--- config.mk ---
export PLATFORM = sky130hd
export DESIGN_NAME = hdlc_txq
export DESIGN_NICKNAME = d
export VERILOG_FILES = /design/src/rtl/hdlc_txq_pkg.sv /design/src/rtl/hdlc_txq_mem.sv /design/src/rtl/hdlc_txq_ctrl.sv /design/src/rtl/hdlc_txq_drain.sv /design/src/rtl/hdlc_txq.sv
export SDC_FILE = /design/constraint.sdc
export NUM_CORES = 1
export LEC_CHECK = 0
export ABC_AREA = 0
export BUFFER_PORTS_ARGS = -buffer_cell sky130_fd_sc_hd__buf_2
export CORE_ASPECT_RATIO = 0.8
export CORE_MARGIN = 5
export CORE_UTILIZATION = 25
export CTS_CLUSTER_DIAMETER = 60
export DETAILED_ROUTE_END_ITERATION = 8
export SLEW_MARGIN = 20
export SYNTH_ARGS = -nofsm -noshare
export SYNTH_HDL_FRONTEND = slang
export SYNTH_SLANG_ARGS = --single-unit
--- constraint.sdc ---
create_clock -name clk -period 5.2 [get_ports clk]
set_clock_uncertainty 0.05 [all_clocks]
set_input_delay 0.26 -clock clk [delete_from_list [all_inputs] [get_ports clk]]
set_output_delay 0.26 -clock clk [all_outputs]
set_load 0.01 [all_outputs]
--- src/rtl/hdlc_txq_pkg.sv ---
package hdlc_txq_pkg;
    typedef enum logic [1:0] {
        CMD_NONE  = 2'b00,
        CMD_FRAME = 2'b01,
        CMD_RAW   = 2'b10,
        CMD_FLUSH = 2'b11
    } txq_cmd_e;
endpackage

--- src/rtl/hdlc_txq_mem.sv ---
module hdlc_txq_mem #(
    parameter int DATA_W     = 8,
    parameter int POOL_BYTES = 32,
    parameter int NUM_POOLS  = 2,
    localparam int PTR_W     = (NUM_POOLS > 1) ? $clog2(NUM_POOLS) : 1,
    localparam int IDX_W     = $clog2(POOL_BYTES),
    localparam int CNT_W     = $clog2(POOL_BYTES + 1)
) (
    input  logic              clk,
    input  logic              we,
    input  logic [PTR_W-1:0]  wptr,
    input  logic [CNT_W-1:0]  widx,
    input  logic [DATA_W-1:0] wdata,
    input  logic [PTR_W-1:0]  rptr,
    input  logic [IDX_W-1:0]  ridx,
    output logic [DATA_W-1:0] rdata
);
    localparam int DEPTH  = NUM_POOLS * POOL_BYTES;
    localparam int ADDR_W = $clog2(DEPTH);

    logic [DATA_W-1:0] store [DEPTH];
    logic [ADDR_W-1:0] waddr, raddr;

    assign waddr = ADDR_W'(wptr) * ADDR_W'(POOL_BYTES) + ADDR_W'(widx);
    assign raddr = ADDR_W'(rptr) * ADDR_W'(POOL_BYTES) + ADDR_W'(ridx);

    always_ff @(posedge clk) begin
        if (we) store[waddr] <= wdata;
    end

    assign rdata = store[raddr];
endmodule

--- src/rtl/hdlc_txq_ctrl.sv ---
module hdlc_txq_ctrl
    import hdlc_txq_pkg::*;
#(
    parameter int POOL_BYTES = 32,
    parameter int NUM_POOLS  = 2,
    localparam int PTR_W     = (NUM_POOLS > 1) ? $clog2(NUM_POOLS) : 1,
    localparam int CNT_W     = $clog2(POOL_BYTES + 1)
) (
    input  logic                            clk,
    input  logic                            rst_n,
    input  logic                            wr_valid,
    input  logic [1:0]                      cmd_code,
    input  logic                            cmd_eom,
    input  logic                            rel_valid,
    input  logic [PTR_W-1:0]                rel_ptr,
    output logic                            flush,
    output logic                            mem_we,
    output logic [PTR_W-1:0]                fill_ptr,
    output logic [NUM_POOLS-1:0][CNT_W-1:0] pool_cnt,
    output logic [NUM_POOLS-1:0]            pool_busy,
    output logic [NUM_POOLS-1:0]            pool_eom,
    output logic [NUM_POOLS-1:0]            pool_frame,
    output logic                            wen,
    output logic                            irq,
    output logic                            ovf
);
    typedef struct packed {
        logic [NUM_POOLS-1:0][CNT_W-1:0] cnt;
        logic [NUM_POOLS-1:0]            busy;
        logic [NUM_POOLS-1:0]            eom;
        logic [NUM_POOLS-1:0]            frame;
        logic [PTR_W-1:0]                fp;
        logic                            wen;
        logic                            irq;
        logic                            ovf;
    } ctrl_st_t;

    ctrl_st_t st_d, st_q;
    txq_cmd_e cmd;
    logic     is_send, wr_ok, commit;

    assign cmd     = txq_cmd_e'(cmd_code);
    assign flush   = (cmd == CMD_FLUSH);
    assign is_send = (cmd == CMD_FRAME) || (cmd == CMD_RAW);
    assign wr_ok   = wr_valid && st_q.wen && !flush;

    always_comb begin
        st_d     = st_q;
        st_d.irq = 1'b0;
        commit   = 1'b0;
        if (rel_valid) begin
            st_d.busy[rel_ptr] = 1'b0;
            st_d.cnt[rel_ptr]  = '0;
        end
        if (flush) begin
            st_d     = '0;
            st_d.wen = 1'b1;
            st_d.irq = 1'b1;
        end else begin
            if (wr_valid && !st_q.wen) st_d.ovf = 1'b1;
            if (wr_ok) st_d.cnt[st_q.fp] = st_q.cnt[st_q.fp] + 1'b1;
            commit = is_send && !st_q.busy[st_q.fp] && (st_d.cnt[st_q.fp] != '0);
            if (commit) begin
                st_d.busy[st_q.fp]  = 1'b1;
                st_d.eom[st_q.fp]   = cmd_eom;
                st_d.frame[st_q.fp] = (cmd == CMD_FRAME);
                st_d.fp = (st_q.fp == PTR_W'(NUM_POOLS - 1)) ? '0 : st_q.fp + 1'b1;
            end
            st_d.wen = !st_d.busy[st_d.fp] && (st_d.cnt[st_d.fp] < CNT_W'(POOL_BYTES));
            st_d.irq = st_d.wen && (commit || !st_q.wen);
        end
    end

    always_ff @(posedge clk or negedge rst_n) begin
        if (!rst_n) begin
            st_q     <= '0;
            st_q.wen <= 1'b1;
        end else begin
            st_q <= st_d;
        end
    end

    assign mem_we     = wr_ok;
    assign fill_ptr   = st_q.fp;
    assign pool_cnt   = st_q.cnt;
    assign pool_busy  = st_q.busy;
    assign pool_eom   = st_q.eom;
    assign pool_frame = st_q.frame;
    assign wen        = st_q.wen;
    assign irq        = st_q.irq;
    assign ovf        = st_q.ovf;

    // the byte that fills the pool closes it to the host
    p_full_closes_r2: assert property (@(posedge clk) disable iff (!rst_n)
        wr_valid && wen && !rel_valid && (cmd == CMD_NONE)
            && (pool_cnt[fill_ptr] == CNT_W'(POOL_BYTES - 1)) |=> !wen);

    // a refused write raises the flag
    p_reject_flags_r3: assert property (@(posedge clk) disable iff (!rst_n)
        wr_valid && !wen && !flush |=> ovf);

    // the flag is sticky until flush
    p_ovf_sticky_r3: assert property (@(posedge clk) disable iff (!rst_n)
        ovf && !flush |=> ovf);

    // a ready pulse only announces an open pool
    p_irq_open_r8: assert property (@(posedge clk) disable iff (!rst_n)
        irq |-> wen);

    // flush reopens the host side and clears the flag
    p_flush_state_r9: assert property (@(posedge clk) disable iff (!rst_n)
        flush |=> wen && !ovf && irq && (pool_busy == '0));
endmodule

--- src/rtl/hdlc_txq_drain.sv ---
module hdlc_txq_drain #(
    parameter int POOL_BYTES = 32,
    parameter int NUM_POOLS  = 2,
    localparam int PTR_W     = (NUM_POOLS > 1) ? $clog2(NUM_POOLS) : 1,
    localparam int IDX_W     = $clog2(POOL_BYTES),
    localparam int CNT_W     = $clog2(POOL_BYTES + 1)
) (
    input  logic                            clk,
    input  logic                            rst_n,
    input  logic                            flush,
    input  logic [NUM_POOLS-1:0][CNT_W-1:0] pool_cnt,
    input  logic [NUM_POOLS-1:0]            pool_busy,
    input  logic [NUM_POOLS-1:0]            pool_eom,
    input  logic [NUM_POOLS-1:0]            pool_frame,
    input  logic                            out_ready,
    output logic                            out_valid,
    output logic                            out_last,
    output logic                            out_frame,
    output logic [PTR_W-1:0]                rd_ptr,
    output logic [IDX_W-1:0]                rd_idx,
    output logic                            rel_valid,
    output logic [PTR_W-1:0]                rel_ptr
);
    typedef struct packed {
        logic [PTR_W-1:0] dp;
        logic [IDX_W-1:0] idx;
    } drain_st_t;

    drain_st_t dr_d, dr_q;
    logic      at_end, fire;

    assign out_valid = pool_busy[dr_q.dp];
    assign at_end    = (CNT_W'(dr_q.idx) == pool_cnt[dr_q.dp] - CNT_W'(1));
    assign out_last  = out_valid && at_end && pool_eom[dr_q.dp];
    assign out_frame = pool_frame[dr_q.dp];
    assign fire      = out_valid && out_ready;

    always_comb begin
        dr_d = dr_q;
        if (flush) begin
            dr_d = '0;
        end else if (fire) begin
            if (at_end) begin
                dr_d.idx = '0;
                dr_d.dp  = (dr_q.dp == PTR_W'(NUM_POOLS - 1)) ? '0 : dr_q.dp + 1'b1;
            end else begin
                dr_d.idx = dr_q.idx + 1'b1;
            end
        end
    end

    always_ff @(posedge clk or negedge rst_n) begin
        if (!rst_n) dr_q <= '0;
        else        dr_q <= dr_d;
    end

    assign rd_ptr    = dr_q.dp;
    assign rd_idx    = dr_q.idx;
    assign rel_valid = fire && at_end && !flush;
    assign rel_ptr   = dr_q.dp;

    // bytes of a pool step forward one by one
    p_byte_order_r5: assert property (@(posedge clk) disable iff (!rst_n)
        fire && !at_end && !flush |=> (rd_idx == $past(rd_idx) + 1'b1) && out_valid);

    // a finished pool hands over to the next pool from its first byte
    p_pool_order_r5: assert property (@(posedge clk) disable iff (!rst_n)
        rel_valid |=> (rd_idx == '0) && (rd_ptr != $past(rd_ptr)));
endmodule

--- src/rtl/hdlc_txq.sv ---
module hdlc_txq #(
    parameter int DATA_W     = 8,
    parameter int POOL_BYTES = 32,
    parameter int NUM_POOLS  = 2
) (
    input  logic              clk,
    input  logic              rst_n,
    input  logic              wr_valid,
    input  logic [DATA_W-1:0] wr_data,
    input  logic [1:0]        cmd_code,
    input  logic              cmd_eom,
    output logic              host_wen,
    output logic              pool_irq,
    output logic              ovf_flag,
    output logic              tx_valid,
    input  logic              tx_ready,
    output logic [DATA_W-1:0] tx_data,
    output logic              tx_last,
    output logic              tx_frame
);
    localparam int PTR_W = (NUM_POOLS > 1) ? $clog2(NUM_POOLS) : 1;
    localparam int IDX_W = $clog2(POOL_BYTES);
    localparam int CNT_W = $clog2(POOL_BYTES + 1);

    logic                            flush, mem_we, rel_valid;
    logic [PTR_W-1:0]                fill_ptr, rd_ptr, rel_ptr;
    logic [IDX_W-1:0]                rd_idx;
    logic [NUM_POOLS-1:0][CNT_W-1:0] pool_cnt;
    logic [NUM_POOLS-1:0]            pool_busy, pool_eom, pool_frame;

    hdlc_txq_ctrl #(.POOL_BYTES(POOL_BYTES), .NUM_POOLS(NUM_POOLS)) u_ctrl (
        .clk(clk), .rst_n(rst_n), .wr_valid(wr_valid), .cmd_code(cmd_code),
        .cmd_eom(cmd_eom), .rel_valid(rel_valid), .rel_ptr(rel_ptr),
        .flush(flush), .mem_we(mem_we), .fill_ptr(fill_ptr), .pool_cnt(pool_cnt),
        .pool_busy(pool_busy), .pool_eom(pool_eom), .pool_frame(pool_frame),
        .wen(host_wen), .irq(pool_irq), .ovf(ovf_flag)
    );

    hdlc_txq_drain #(.POOL_BYTES(POOL_BYTES), .NUM_POOLS(NUM_POOLS)) u_drain (
        .clk(clk), .rst_n(rst_n), .flush(flush), .pool_cnt(pool_cnt),
        .pool_busy(pool_busy), .pool_eom(pool_eom), .pool_frame(pool_frame),
        .out_ready(tx_ready), .out_valid(tx_valid), .out_last(tx_last),
        .out_frame(tx_frame), .rd_ptr(rd_ptr), .rd_idx(rd_idx),
        .rel_valid(rel_valid), .rel_ptr(rel_ptr)
    );

    hdlc_txq_mem #(.DATA_W(DATA_W), .POOL_BYTES(POOL_BYTES), .NUM_POOLS(NUM_POOLS)) u_mem (
        .clk(clk), .we(mem_we), .wptr(fill_ptr), .widx(pool_cnt[fill_ptr]),
        .wdata(wr_data), .rptr(rd_ptr), .ridx(rd_idx), .rdata(tx_data)
    );

    // a stalled byte is held unchanged
    p_stall_hold_r5: assert property (@(posedge clk) disable iff (!rst_n)
        tx_valid && !tx_ready && !flush |=> tx_valid && $stable(tx_data) && $stable(tx_last));

    // with every pool handed over the host is blocked
    p_all_busy_r11: assert property (@(posedge clk) disable iff (!rst_n)
        (pool_busy == '1) |-> !host_wen && !pool_irq);
endmodule

### Word-level counts from Yosys, hierarchy flattened

Memory sizes are Yosys's and may differ from the RTL's.
Cells that the tools add are included.

* bits in registers: 28
* RAM bits: 512
* bits of input ports: 15
* output and inout bits: 14
* logic and storage cells: 104
* memories: 1

Memories
* u_mem.store: words 64, bits a word 8, rd ports 1, clocked after Yosys merged registers in 0, wr ports 1, line hdlc_txq_mem.sv:21 `logic [DATA_W-1:0] store [DEPTH];`

* add/sub/neg operators: 7
* magnitude comparators: 6
* equal/unequal tests: 4
* mux-type cells: 44
* bitwise operators: 5
* reductions and logical operators: 26

Operator list (number)
* 2-to-1 mux 6 bit: 12
* 2-to-1 mux 12 bit: 2
* 2-to-1 mux 22 bit: 1
* 2-to-1 mux 1 bit: 18
* logical AND 1 bit: 14
* 2-to-1 mux 14 bit: 1
* 2-to-1 mux 7 bit: 2
* bitwise AND 12 bit: 1
* bitwise mux 12 bit: 1
* demux 6 bit (select 1 bit): 2
* NOT 12 bit: 1
* nonzero test 2 bit: 4
* adder 6 x 1 -> 6 bit (second input constant): 1
* adder 6 x 5 -> 6 bit: 1
* adder 6 bit: 1
* == test 5 x 6 -> 1 bit: 1
* < comparator 1 x 2 -> 1 bit (second input constant): 3
* < comparator 6 bit (second input constant): 1
* nonzero test 6 bit: 1
* subtractor 6 x 1 -> 6 bit (second input constant): 1
* adder 5 x 1 -> 5 bit (second input constant): 1
* 2-to-1 mux 5 bit: 1
* bitwise mux 2 bit: 2
* == test 2 bit (second input constant): 2
* 10 further kinds: 17

### Longest topological paths before layout

Gate-level depths: netlist of the first run.

* depth after elaboration: 22
* mapped depth: 14
* depth with buffers taken out: 12

### Modules after synthesis

Synthesis of the first run repeated with hierarchy kept, for this count alone.

* cell total of the unflattened synthesis: 1125
* area total of the unflattened synthesis: 22130.0 um^2

By module, submodules not included
* hdlc_txq_mem: instances 1, cells an instance 899, area an instance 19954.1 um^2, sequential area each 15374.7 um^2
* hdlc_txq_ctrl: instances 1, cells an instance 149, area an instance 1428.9 um^2, sequential area each 551.8 um^2
* hdlc_txq_drain: instances 1, cells an instance 70, area an instance 645.6 um^2, sequential area each 150.1 um^2
* hdlc_txq: instances 1, cells an instance 7, area an instance 101.3 um^2, sequential area each 0.0 um^2

### Least setup slack after synthesis of the first run

OpenSTA, ideal clock, no wires.

* path kind: register to register
* start: register u_drain.dr_q, in the netlist u_drain.rd_ptr
* end: register u_drain.dr_q, in the netlist u_drain.rd_idx[2]
* library setup time: 0.078 ns
* arrival: 2.974 ns
* setup slack: 2.098 ns
* cell stages (with the launch flop): 14
* path buffers: 4
* cells stage by stage: dfrtp_1 buf_6 buf_2 buf_1 mux2i_1 ha_1 xor2_1 xnor2_1 nor3_1 and4_1 buf_6 or2_1 or3b_1 a21oi_1

* cells in the longest elaborated chain, start to end: 7

RTL lines
* start, declared: line hdlc_txq_drain.sv:29 `drain_st_t dr_d, dr_q;`
* start signal, assigned: line hdlc_txq_drain.sv:54 `else dr_q <= dr_d;`
* 2-to-1 mux 6 bit (implied by the code) (2 in a row): line hdlc_txq_drain.sv:33 `assign at_end = (CNT_W'(dr_q.idx) == pool_cnt[dr_q.dp] - CNT_W'(1));`
* subtractor 6 x 1 -> 6 bit: line hdlc_txq_drain.sv:33
* == test 5 x 6 -> 1 bit: line hdlc_txq_drain.sv:33
* 2-to-1 mux 5 bit: line hdlc_txq_drain.sv:43 `if (at_end) begin`
* 2-to-1 mux 6 bit: line hdlc_txq_drain.sv:42 `end else if (fire) begin`
* 2-to-1 mux 6 bit: line hdlc_txq_drain.sv:40 `if (flush) begin`

Several ways; a longest one is shown, not always the timed one. The select of a mux whose other input is x is not followed.
A chain may end at the register's enable or synchronous reset.

### Final worst setup path of the first run

* start: register u_drain.dr_q, in the netlist u_drain.rd_idx[1]
* end: output port tx_data[5]

* cells in the longest elaborated chain, start to end: 2

RTL lines
* adder 6 x 5 -> 6 bit: line hdlc_txq_mem.sv:25 `assign raddr = ADDR_W'(rptr) * ADDR_W'(POOL_BYTES) + ADDR_W'(ridx);`
* memory read (64 x 8 bit)
* end, declared: line hdlc_txq.sv:17 `output logic [DATA_W-1:0] tx_data,`

No other way between the ends.

==> impl_results.rst, run 1 <==
.. list-table::
   :header-rows: 1

   * - Metric
     - Value
   * - Run status
     - finished clean
   * - Violation count after the first detailed-routing iteration
     - 968
   * - Average cell area after synthesis
     - between 20 and 25 um^2
   * - Post-synth ARST share
     - 0.0519
   * - Number of enable flip-flop cells after synthesis
     - slightly above 500
   * - Power density of the placed cells
     - 450 nW/um^2
   * - Share of post-route cells with drive strength above 1
     - 0.258
   * - I/O pin count
     - 29
   * - Post-synth cell types
     - 54
   * - Gate Count Post-Synth
     - 1056
   * - Critical path launch point type
     - flop
   * - HP Start
     - cmd_code[0]
   * - Sequential fraction of the synthesis area
     - 0.738
   * - Worst endpoint required time
     - 4.89 ns
   * - Kind of cell with the highest combined delay on the critical path
     - multiplexers
   * - Setup_tns
     - 0 ns
   * - Clock latency at the later pin of the worst-skew pair
     - 0.58 ns
   * - Switching part of the total power
     - 0.272
   * - Die area
     - 93100 um^2
   * - Worst slack after detailed placement
     - 1.81 ns
   * - Syn_nets
     - 1076
   * - Pin count of the biggest net entering global routing
     - 108
   * - Overall die width
     - around 340 um
   * - Master cell of the clock root buffer
     - clkbuf_16
   * - Type of the tightest min-delay check
     - in2reg
   * - Total setup buffers inserted after CTS
     - 0
   * - Setup repair after global routing missed its margin
     - no
   * - Antenna violations before repair
     - 3
   * - Clk pin slew, worst setup/hold paths
     - around 0.07 ns
   * - Metal-1 WL
     - 22800 um
   * - Overall fraction of global-route tracks in use
     - 0.105
   * - DIE HEIGHT
     - roughly 270 um
   * - Routed len/inst
     - 21.9 um
   * - Maxcap violations
     - 0
   * - Largest stage delay, worst path
     - 0.68 ns
   * - Floorplan row count
     - between 90 and 100
   * - Final hold violation count
     - 0
   * - Wire length of the first global-routing pass
     - 74000 um
   * - Port bufs
     - 28
   * - Final Total Pwr
     - 11.2 mW
   * - Final cycle utilization of the critical path
     - 0.762
   * - Sinks on the clock net
     - 540
   * - Area added between synthesis and finish
     - 14.2%
   * - Crit Path Max Fanout
     - 107
   * - Hold Path Stages
     - 4
   * - Total wirelength of the detailed-routed design
     - 49600 um
   * - Peak Freq
     - 253 MHz
   * - Total global routing overflow
     - 0
   * - Net count of the finished layout
     - ~1100
   * - Depth of the worst register-to-register path
     - 9
   * - Sum of net half-perimeters after detailed placement
     - 31600 um
   * - Total iterations of the first detailed-routing run
     - 6
   * - Detailed-route DRC error count
     - 0
   * - Core area
     - 86100 um^2
   * - Element type at the critical path end
     - output pin
   * - Share of total power in the clock network
     - 0.327
   * - Number of global-route vias before repair
     - between 10000 and 15000
   * - Final period demand of the worst path
     - between 3 and 4 ns
   * - Transition time at the pin with the least slew margin
     - 1.14 ns
   * - Total of endpoints with negative setup slack in the final report
     - 0
   * - Initial core utilization
     - 0.253
   * - Leading cell type in the layout, fill and taps excluded
     - edfxtp_1
   * - Post-Synthesis Cell Area
     - between 20000 and 25000 um^2
   * - Deepest level of the CTS H-tree
     - 2
   * - Net Sw Power
     - 3.05 mW
   * - Power share of the sequential group
     - 0.451
   * - Sum of met3 wire segment lengths after detailed routing
     - 4470 um
   * - Worst path buffer plus inverter count
     - 2
   * - Worst reg-to-reg setup slack
     - 1.75 ns
   * - Arrival time at the worst endpoint
     - ~3.7 ns
   * - Yosys warning total
     - 0
   * - Commonest cells after routing, fill and taps aside
     - edfxtp_1 (512), mux4_2 (168), nor2_1 (93)
   * - Relative contribution of combinational cells to total power
     - 0.222
   * - Crit path max-delay cell type
     - dfrtp_4
   * - Worst reg2reg startpoint
     - u_ctrl.fill_ptr
   * - Register bit total from synthesis
     - 540
   * - WS Path Type
     - reg2out
   * - Overall via count from detail_route
     - ~11000
   * - Reg-to-reg endpoint
     - u_ctrl.irq
   * - CTS buffer count
     - 50
   * - Final GP Congestion
     - about 0.83
   * - Largest buffer count on any clock path
     - 3
   * - Worst-case vdd ir drop
     - 0.442 mV
   * - Antenna viol nets, final
     - 0
   * - Most common cell type on the critical path
     - mux4_2
   * - Vias per std cell
     - 4.69
   * - Leading register cell type out of synthesis
     - edfxtp_1
   * - Worst hold slack
     - 0.0927 ns
   * - CTS tree
     - built
   * - Topmost layer with routed signal wires
     - met4
   * - Met2 wirelength from detailed routing
     - between 20000 and 25000 um
   * - Max-slew violations
     - 0
   * - Slew headroom
     - 0.238
   * - End of the worst hold path
     - u_ctrl.pool_frame[0]
   * - Leakage
     - 7.43 nW
   * - Cells traversed along the worst timing path
     - buf_12, mux4_2, mux4_2, mux4_2, buf_2
   * - Cell-internal power
     - 8.13 mW
   * - Least setup slack across all paths after layout
     - ~1.2 ns
## cells in the mapped netlist (6+ instances only)
library cell | number | area (um^2)
a21oi_1 | 21 | 105
a22oi_1 | 6 | 45.0
buf_1 | 8 | 30.0
buf_2 | 10 | 50.1
buf_4 | 8 | 60.1
clkbuf_1 | 25 | 93.8
dfrtp_1 | 27 | 676
edfxtp_1 | 512 | 15400
inv_1 | 9 | 33.8
mux2i_1 | 13 | 130
mux4_2 | 168 | 3780
nand2_1 | 37 | 139
nand3_1 | 13 | 65.1
nor2_1 | 94 | 353
nor3_1 | 12 | 60.1
o21ai_0 | 8 | 40.0
xnor2_1 | 8 | 70.1
## layout make-up
cell class,count,area [um^2]
Antenna cell,1,2.50
Clock buffer,57,1280
Clock inverter,33,334
Fill cell,8280,61300
Inverter,9,33.8
Multi-Input combinational cell,453,5400
Sequential cell,540,16100
Tap cell,1127,1410
Timing Repair Buffer,42,323
## what timing repair did
| action | CTS | global route |
|---|---|---|
| hold buffers | 4 | 0 |
| hold endpoints to repair | 31 | 0 |
| resized for setup | 0 | 0 |
## worst max path at each step
| stage | start | end | slack, ns | cells after the start |
|---|---|---|---|---|
| floorplan | u_drain.rd_ptr | u_drain.rd_idx[2] | 2.10 | 13 |
| global placement | u_drain.rd_idx[0] | tx_data[5] | 1.83 | 5 |
| detailed placement | u_drain.rd_idx[0] | tx_data[5] | 1.81 | 5 |
| CTS | u_drain.rd_idx[0] | tx_data[6] | 1.16 | 5 |
| global route | u_drain.rd_idx[0] | tx_data[6] | 1.07 | 5 |
| finish | u_drain.rd_idx[1] | tx_data[5] | 1.24 | 5 |
## per-stage QoR
step	instances	cell area, um^2	util
6_report	2262	24900	0.289
3_5_place_dp	2167	23200	0.269
4_1_cts	2261	24800	0.288
5_1_grt	2261	24900	0.289
2_1_floorplan	1056	21800	-
3_3_place_gp	2167	23200	0.269
## worst reg2reg max path, stage by stage (launching register included)
cell	delay [ns]
dfrtp_1	0.92
mux2i_1	0.42
inv_1	0.14
ha_1	0.29
xor2_1	0.31
o2111ai_1	0.20
o41a_1	0.39
a21boi_0	0.17
a32oi_1	0.30
a22oi_1	0.13
## power by group through the flow
stage                     Sequential (mW)  Combinational (mW)  Clock [mW]
final                                5.04                2.49        3.65
after global placement               5.13                2.50           0
after CTS                            5.05                2.53        3.74
after global routing                 5.06                2.69        3.91
after floorplan                      4.99                1.90           0
after detailed placement             5.14                2.52           0
## sequential cells by signal, summed over array words and instances, names as in the netlist
signal / flops
u_mem.store: 512
u_ctrl.pool_cnt: 12
u_drain.rd_idx: 5
u_ctrl.pool_busy: 2
u_ctrl.pool_eom: 2
u_ctrl.pool_frame: 2
u_ctrl.fill_ptr: 1
u_ctrl.irq: 1
u_ctrl.ovf: 1
u_ctrl.wen: 1
u_drain.rd_ptr: 1
## layer usage
layer | track usage | vias to the layer above
li1 | - | 4449
met4 | 0.0215 | 0
met5 | 0 | -
met1 | 0.157 | 5668
met3 | 0.0294 | 65
met2 | 0.153 | 419
## cells by family (layout without fill, tap and decap cells)
| family | after synthesis | in the layout | share of synthesized area |
|---|---|---|---|
| DFF | 540 | 540 | 0.738 |
| and+or+nand+nor | 195 | 195 | 0.0412 |
| muxes | 184 | 184 | 0.181 |
| buffers and inverters | 63 | 141 | 0.0138 |
| AOI/OAI and AO/OA | 56 | 56 | 0.0171 |
| xor gates and xnor gates | 13 | 13 | 0.00523 |
| adders and majority gates | 5 | 5 | 0.00287 |
| other | 0 | 1 | 0 |
Note: power is estimated with default switching activity, not from simulation.
==> run 2, diff against run 1 <==
ABC_AREA = 1   (was 0)
clock period = 4.1 ns   (was 5.2 ns; I/O delays follow)
==> run 2 against run 1 <==
Setup slack worse by 1.1 ns; critical endpoint is now tx_data[3]; highest routed layer is now met5; non-clock buffer count up 79; clock-buffer cell count up 10.
==> impl_results.rst, run 2 <==
.. list-table::
   :header-rows: 1

   * - Metric
     - Value
   * - Most area-consuming cells after synthesis
     - edfxtp_1 (69%), o21ai_0 (6.0%), nor2_1 (5.9%), dfrtp_1 (3.1%), nand2_1 (2.5%) (was edfxtp_1 (71%), mux4_2 (17%), dfrtp_1 (3.1%), nor2_1 (1.6%), nand2_1 (0.64%))
   * - Total setup buffers inserted after CTS
     - 0 (unchanged)
   * - Adder-Cell Fraction of Synth Area
     - 0.00283 (was 0.00287)
   * - Xor and xnor fraction of the mapped netlist area
     - 0.00356 (was 0.00523)
   * - Post-route cell area
     - 25900 um^2 (was 24900 um^2)
   * - Die area
     - 94600 um^2 (was 93100 um^2)
   * - Final cycle utilization of the critical path
     - 0.967
   * - Gate Count Post-Synth
     - 1789 (was 1056)
   * - Final hold violation count
     - 0 (unchanged)
   * - Antenna viol nets, final
     - 0 (unchanged)
   * - Worst-case vdd ir drop
     - 0.513 mV (was 0.442 mV)
   * - Simple-Gate Fraction of Synth Area
     - 0.118 (was 0.0412)
   * - Total iterations of the first detailed-routing run
     - 5 (was 6)
   * - Number of global-route vias before repair
     - 14500 (was 11000)
   * - Post-synth cell types
     - 42 (was 54)
   * - Largest family of logic cells by synthesized area
     - simple AND/OR/NAND/NOR gates (was multiplexers)
   * - Master cell of the clock root buffer
     - clkbuf_16 (unchanged)
   * - Final GP Congestion
     - 0.855 (was 0.827)
   * - Overall die width
     - 343 um (was 340 um)
   * - Core area
     - 87700 um^2 (was 86100 um^2)
   * - Commonest cells after routing, fill and taps aside
     - edfxtp_1 (512), nor2_1 (347), o21ai_0 (264) (was edfxtp_1 (512), mux4_2 (168), nor2_1 (93))
   * - Post-Synthesis Cell Area
     - 22100 um^2 (was 21800 um^2)
   * - CTS tree
     - built (unchanged)
   * - Number of placed instances, taps included
     - 2980 (was 2167)
   * - Register with the highest flop count
     - u_mem.store (unchanged)
   * - DIE HEIGHT
     - 276 um (was 274 um)
   * - Maxcap violations
     - 0 (unchanged)
   * - Peak Freq
     - 252 MHz
   * - Overall fraction of global-route tracks in use
     - 0.124 (was 0.105)
   * - Register bit total from synthesis
     - 540 (unchanged)
   * - Deepest level of the CTS H-tree
     - 2 (unchanged)
   * - Initial core utilization
     - 0.252 (was 0.253)
   * - WS Path Type
     - reg2out (unchanged)
   * - Share of post-route cells with drive strength above 1
     - 0.128 (was 0.258)
   * - Worst endpoint required time
     - 3.85 ns (was 4.89 ns)
   * - Yosys warning total
     - 0 (unchanged)
   * - Floorplan row count
     - 97 (was 96)
   * - Leading cell type in the layout, fill and taps excluded
     - edfxtp_1 (unchanged)
   * - Power density of the placed cells
     - 653 nW/um^2 (was 450 nW/um^2)
   * - Max-slew violations
     - 0 (unchanged)
   * - Run status
     - finished clean (unchanged)
   * - Total of endpoints with negative setup slack in the final report
     - 0 (unchanged)
   * - Share of Yosys cell area claimed by the top area cell type
     - 0.695 (was 0.706)
   * - Vias per std cell
     - 4.83 (was 4.69)
   * - Filler cell count
     - 8795 (was 8280)
   * - I/O pin count
     - 29 (unchanged)
   * - Crit Path Max Fanout
     - 64 (was 107)
   * - Overall via count from detail_route
     - 14900 (was 10600)
   * - Slew headroom
     - 0.384 (was 0.238)
   * - Critical path launch point type
     - flop (unchanged)
   * - Placed standard-cell area
     - 24000 um^2 (was 23200 um^2)
   * - Cell type contributing the most total cell area after synthesis
     - edfxtp_1 (unchanged)
   * - Sequential cell area
     - 16100 um^2 (about the same)
   * - Transition time at the pin with the least slew margin
     - 0.923 ns (was 1.14 ns)
   * - Clock latency at the later pin of the worst-skew pair
     - 0.60 ns (was 0.58 ns)
   * - Largest buffer count on any clock path
     - 3 (unchanged)
   * - Flip-flop count of the largest register, all copies and words added
     - 512 (unchanged)
   * - Wire length of the first global-routing pass
     - 91700 um (was 74000 um)
   * - Type of the tightest min-delay check
     - in2reg (unchanged)
   * - Area added between synthesis and finish
     - 16.9% (was 14.2%)
   * - Top cells by count, synth
     - edfxtp_1 (512), nor2_1 (348), o21ai_0 (264) (was edfxtp_1 (512), mux4_2 (168), nor2_1 (94))
   * - Arrival time at the worst endpoint
     - 3.71 ns (was 3.65 ns)
   * - Average cell area after synthesis
     - 12.4 um^2 (was 20.6 um^2)
   * - Setup repair after global routing missed its margin
     - no (unchanged)
   * - Post-synth ARST share
     - 0.0519 (unchanged)
   * - Violation count after the first detailed-routing iteration
     - 1442 (was 968)
   * - Routed len/inst
     - 19.5 um (was 21.9 um)
   * - Sequential fraction of the synthesis area
     - 0.726 (was 0.738)
   * - Total wirelength of the detailed-routed design
     - 60200 um (was 49600 um)
   * - Net count of the finished layout
     - 1875 (was 1116)
   * - Final period demand of the worst path
     - 3.96 ns
   * - Most common cell in the netlist
     - edfxtp_1 (unchanged)
   * - Detailed-route DRC error count
     - 0 (unchanged)
   * - Sinks on the clock net
     - 540 (unchanged)
   * - Leakage
     - 8.42 nW (was 7.43 nW)
   * - Number of enable flip-flop cells after synthesis
     - 512 (unchanged)
   * - Setup_tns
     - 0 ns (unchanged)
   * - Post-route insts no fill
     - 3086 (was 2262)
   * - Footprint of the multi-input gates
     - 5390 um^2 (was 5400 um^2)
   * - Multiplexer fraction of the synthesized cell area
     - 0 (was 0.181)
   * - Syn_nets
     - 1809 (was 1076)
   * - Element type at the critical path end
     - output pin (unchanged)
   * - Pin count of the biggest net entering global routing
     - 111 (was 108)
   * - Clk pin slew, worst setup/hold paths
     - 0.06 ns (was 0.07 ns)
   * - Total global routing overflow
     - 0 (unchanged)
   * - Leading register cell type out of synthesis
     - edfxtp_1 (unchanged)
   * - Antenna violations before repair
     - 2 (was 3)
   * - CTS buffer count
     - 56 (was 50)
   * - Compound-Gate Fraction of Synth Area
     - 0.118 (was 0.0171)
   * - Sum of net half-perimeters after detailed placement
     - 36600 um (was 31600 um)
   * - Port bufs
     - 28 (unchanged)
[run 2: cell types whose count changed after synthesis, sizes merged, moves of 21 or more]
cell,previous run,this run
o22ai,1,82
clkbuf,25,105
nand2,37,155
o21ai,9,273
nand4,6,29
nor2,94,354
inv,9,54
nand3,14,69
o221ai,0,49
mux4,168,0
buf,29,8
[run 2: final cells by class]
class | count | share of cell area
antenna | 1 | 0.0000967
clock buffer | 67 | 0.0573
clock inverter | 33 | 0.0116
inverter | 56 | 0.00856
multi-input combinational | 1080 | 0.208
sequential | 540 | 0.621
tap | 1188 | 0.0574
timing repair buffer | 121 | 0.0355
[run 2: logic make-up after synthesis]
logic type	count (synthesis)
and+or+nand+nor	619
DFF	540
buffers and inverters	169
xor gates and xnor gates	9
adders and majority gates	5
AOI/OAI and AO/OA	447
[run 2: layer usage]
metal / part of all wire / track usage
met1: 0.44 / 0.178
met2: 0.45 / 0.189
met3: 0.091 / 0.0303
met4: 0.023 / 0.0297
met5: 0.00022 / 0
[run 2: final timing paths]
path	from	end	cells past startpoint	slack, ns
max in group asynchronous	rst_n	u_drain.rd_idx[1]	2	3.38
worst min-delay path	tx_ready	u_drain.rd_idx[1]	6	0.01
worst max-delay path	u_drain.rd_idx[1]	tx_data[3]	9	0.14
worst max register to register	u_drain.rd_ptr	u_ctrl.pool_eom[0]	16	0.83
worst min register to register	u_ctrl.ovf	u_ctrl.ovf	2	0.43
min in group asynchronous	rst_n	u_ctrl.pool_busy[0]	2	0.13
[run 2: critical path, cell delays in order (launching register included)]
cell	delay [ns]
dfrtp_4	0.67
clkinv_2	0.58
buf_12	0.40
buf_4	0.25
o21ai_0	0.12
o22ai_1	0.10
nand2_1	0.11
nand4_1	0.23
a32o_1	0.37
buf_2	0.15
[run 2: report_power, final]
group | total, mW | leakage (nW) | internal, mW | switching [mW]
clock network | 4.97 | 0.869 | 2.84 | 2.13
logic | 5.44 | 2.58 | 1.53 | 3.91
registers | 6.51 | 4.97 | 6.26 | 0.243
[run 2: timing repair]
| item | CTS | global route |
|---|---|---|
| resized for setup | 0 | 1 |
| hold endpoints to repair | 32 | 0 |
| hold buffers | 5 | 0 |
| setup endpoints to repair | 0 | 1 |
[run 2: metrics by stage]
stage          worst slack, ns  power (mW)   util  hold WS [ns]
2_1_floorplan             1.46        9.89      -        -0.141
3_3_place_gp             0.899        11.9  0.274         0.222
3_5_place_dp             0.851        12.0  0.274         0.243
4_1_cts                  0.165        17.0  0.295      0.000393
5_1_grt                 0.0153        17.8  0.295        0.0445
6_report                 0.136        16.9  0.295        0.0124
==> run 3, diff against run 2 <==
==> constraint.sdc (replaced) <==
create_clock -name clk -period 4.1 [get_ports clk]
set_clock_uncertainty 0.05 [all_clocks]
set_input_delay 0.41 -clock clk [delete_from_list [all_inputs] [get_ports clk]]
set_output_delay 0.41 -clock clk [all_outputs]
set_load 0.01 [all_outputs]
==> run 3 against run 2 <==
Wire length shrank 0.67%; critical path type unchanged; largest power group unchanged; critical path depth is 1 lower; global-route usage decreased by 0.21 points; total power shrank 0.65%; clock-buffer cell count unchanged; cell area increased by 0.19%; sequential share of layout area shrank 0.12 points; setup slack improved by 0.042 ns.
==> impl_results.rst, run 3 (same netlist as run 2, synthesis figures left out) <==
.. list-table::
   :header-rows: 1

   * - Metric
     - Value
   * - Run status
     - finished clean (unchanged)
   * - Power density of the placed cells
     - 648 nW/um^2 (was 653 nW/um^2)
   * - Sum of net half-perimeters after detailed placement
     - 36200 um (was 36600 um)
   * - Worst-case vdd ir drop
     - 0.742 mV (was 0.513 mV)
   * - Leakage
     - 8.47 nW (was 8.42 nW)
   * - Max-slew violations
     - 0 (unchanged)
   * - Critical path launch point type
     - flop (unchanged)
   * - Port bufs
     - 28 (unchanged)
   * - Arrival time at the worst endpoint
     - 3.46 ns (was 3.71 ns)
   * - Commonest cells after routing, fill and taps aside
     - edfxtp_1 (512), nor2_1 (347), o21ai_0 (264) (unchanged)
   * - Antenna viol nets, final
     - 0 (unchanged)
   * - Violation count after the first detailed-routing iteration
     - 1747 (was 1442)
   * - Detailed-route DRC error count
     - 0 (unchanged)
   * - Core area
     - 87700 um^2 (unchanged)
   * - Element type at the critical path end
     - output pin (unchanged)
   * - Clock latency at the later pin of the worst-skew pair
     - 0.60 ns (about the same)
   * - Pin count of the biggest net entering global routing
     - 203 (was 111)
   * - CTS resizes
     - 0 (unchanged)
   * - Share of post-route cells with drive strength above 1
     - 0.136 (was 0.128)
   * - Relative contribution of combinational cells to total power
     - 0.321 (was 0.322)
   * - Type of the tightest min-delay check
     - in2reg (unchanged)
   * - Initial core utilization
     - 0.252 (unchanged)
   * - Register with the highest flop count
     - u_mem.store (unchanged)
   * - Final GP Congestion
     - 0.903 (was 0.855)
   * - Largest buffer count on any clock path
     - 3 (unchanged)
   * - Kind of cell with the highest combined delay on the critical path
     - compound AO/OA/AOI/OAI gates (was buffers and inverters)
   * - Overall fraction of global-route tracks in use
     - 0.122 (was 0.124)
   * - Deepest level of the CTS H-tree
     - 2 (unchanged)
   * - Clk pin slew, worst setup/hold paths
     - 0.06 ns (about the same)
   * - Total wirelength of the detailed-routed design
     - 59800 um (was 60200 um)
   * - Total iterations of the first detailed-routing run
     - 5 (unchanged)
   * - Net Sw Power
     - 6.24 mW (was 6.28 mW)
   * - Number of global-route vias before repair
     - 14200 (was 14500)
   * - Final period demand of the worst path
     - 3.92 ns (was 3.96 ns)
   * - Slew headroom
     - 0.335 (was 0.384)
   * - Final design utilization
     - 0.296 (was 0.295)
   * - DIE HEIGHT
     - 276 um (unchanged)
   * - Setup_tns
     - 0 ns (unchanged)
   * - Transition time at the pin with the least slew margin
     - 0.998 ns (was 0.923 ns)
   * - CTS tree
     - built (unchanged)
   * - Post-route insts no fill
     - 3098 (was 3086)
   * - Total global routing overflow
     - 0 (unchanged)
   * - Die area
     - 94600 um^2 (unchanged)
   * - Number of placed instances, taps included
     - 2994 (was 2980)
   * - Floorplan row count
     - 97 (unchanged)
   * - Overall die width
     - 343 um (unchanged)
   * - Sinks on the clock net
     - 540 (unchanged)
   * - Worst path buffer plus inverter count
     - 3 (was 4)
   * - Share of total power in the clock network
     - 0.292 (was 0.294)
   * - Wire length of the first global-routing pass
     - 90000 um (was 91700 um)
   * - Area added between synthesis and finish
     - 17.2% (was 16.9%)
   * - Final cycle utilization of the critical path
     - 0.957 (was 0.967)
   * - Largest stage delay, worst path
     - 0.82 ns (was 0.67 ns)
   * - I/O pin count
     - 29 (unchanged)
   * - Setup repair after global routing missed its margin
     - no (unchanged)
   * - Leading cell type in the layout, fill and taps excluded
     - edfxtp_1 (unchanged)
   * - Routed len/inst
     - 19.3 um (was 19.5 um)
   * - Antenna violations before repair
     - 1 (was 2)
   * - Worst endpoint required time
     - 3.64 ns (was 3.85 ns)
   * - Power share of the sequential group
     - 0.387 (was 0.385)
   * - Least setup slack across all paths after layout
     - 0.178 ns (was 0.136 ns)
   * - Vias per std cell
     - 4.79 (was 4.83)
   * - Final Total Pwr
     - 16.8 mW (was 16.9 mW)
   * - Cell-internal power
     - 10.6 mW (about the same)
   * - Crit path max-delay cell type
     - dfrtp_4 (unchanged)
   * - Worst slack after detailed placement
     - 0.918 ns (was 0.851 ns)
   * - WS Path Type
     - reg2out (unchanged)
   * - Flip-flop count of the largest register, all copies and words added
     - 512 (unchanged)
   * - Final hold violation count
     - 0 (unchanged)
   * - Overall via count from detail_route
     - 14900 (about the same)
   * - Maxcap violations
     - 0 (unchanged)
   * - Switching part of the total power
     - 0.371 (was 0.372)
   * - Cells traversed along the worst timing path
     - clkinv_2, buf_12, o21ai_0, o22ai_1, o211ai_1, nand4_1, a32o_1, buf_2 (was clkinv_2, buf_12, buf_4, o21ai_0, o22ai_1, nand2_1, nand4_1, a32o_1, buf_2)
   * - Crit Path Max Fanout
     - 106 (was 64)
   * - Net count of the finished layout
     - 1886 (was 1875)
   * - Peak Freq
     - 255 MHz (was 252 MHz)
   * - Total of endpoints with negative setup slack in the final report
     - 0 (unchanged)
   * - CTS buffer count
     - 56 (unchanged)
   * - Master cell of the clock root buffer
     - clkbuf_16 (unchanged)
## run 3: changes by cell type in the layout (fill, tap and decap cells not counted), sizes merged
cell,before,now
buf,116,130
clkinv,24,26
clkinvlp,3,5
dlygate4sd3,5,2
inv,58,55
## run 3: final timing paths
kind	from	end	slack, ns	cells after the start
setup / recovery	u_drain.rd_idx[1]	tx_data[6]	0.18	8
hold / removal	cmd_eom	u_ctrl.pool_eom[1]	0.05	3
setup reg to reg	u_drain.rd_ptr	u_ctrl.pool_eom[1]	0.90	21
hold reg to reg	u_ctrl.ovf	u_ctrl.ovf	0.44	2
max in group asynchronous	rst_n	u_drain.rd_idx[1]	3.17	2
min in group asynchronous	rst_n	u_ctrl.pool_cnt[8]	0.33	2
## run 3: what timing repair did
action,4_1_cts,5_1_grt
endpoints found under the setup margin,0,0
hold buffers,2,0
buffers inserted,0,0
endpoints found under the hold margin,28,0
## run 3: area by class of cell
type	instances	area [um^2]
Antenna cell	1	2.50
Clock buffer	67	1460
Clock inverter	34	302
Fill cell	8812	61800
Inverter	56	219
Multi-Input combinational cell	1080	5390
Sequential cell	540	16100
Tap cell	1188	1490
Timing Repair Buffer	132	988
## run 3: per-stage QoR
stage,hold slack [ns],cell area (um^2)
2_1_floorplan,0.0644,22100
3_3_place_gp,0.412,24100
3_5_place_dp,0.424,24100
4_1_cts,0.0312,25900
5_1_grt,0.0572,25900
6_report,0.0510,25900
## run 3: worst reg2reg max path, stage by stage (launching register included)
cell and delay [ns]:
dfrtp_1 0.46, buf_4 0.34, nand2_1 0.14, nand2_2 0.14
ha_1 0.25, xor2_1 0.13, nand3_1 0.10, nor2_1 0.11
nand2_1 0.13, nor2_8 0.15, nand3_4 0.15, nand2_2 0.10
nand2_1 0.06, nand2_1 0.08, nand2_1 0.07, nor2_2 0.12
nand2_2 0.10, nand3_2 0.11, inv_2 0.05, nor2_1 0.14
nand2_1 0.07, o21ai_1 0.08
## run 3: power by group through the flow
stage / logic [mW] / registers, mW / clock network, mW
final: 5.40 / 6.50 / 4.90
after global routing: 5.89 / 6.53 / 5.22
after CTS: 5.35 / 6.50 / 4.99
after detailed placement: 5.33 / 6.61 / 0
after global placement: 5.26 / 6.61 / 0
after floorplan: 3.43 / 6.45 / 0
## run 3: routing by layer
metal	share of wire	track usage	up-vias
met3	0.088	0.0230	98
met4	0.024	0.0321	0
met2	0.45	0.185	664
li1	-	-	6762
met1	0.44	0.179	7326
met5	0	0	-
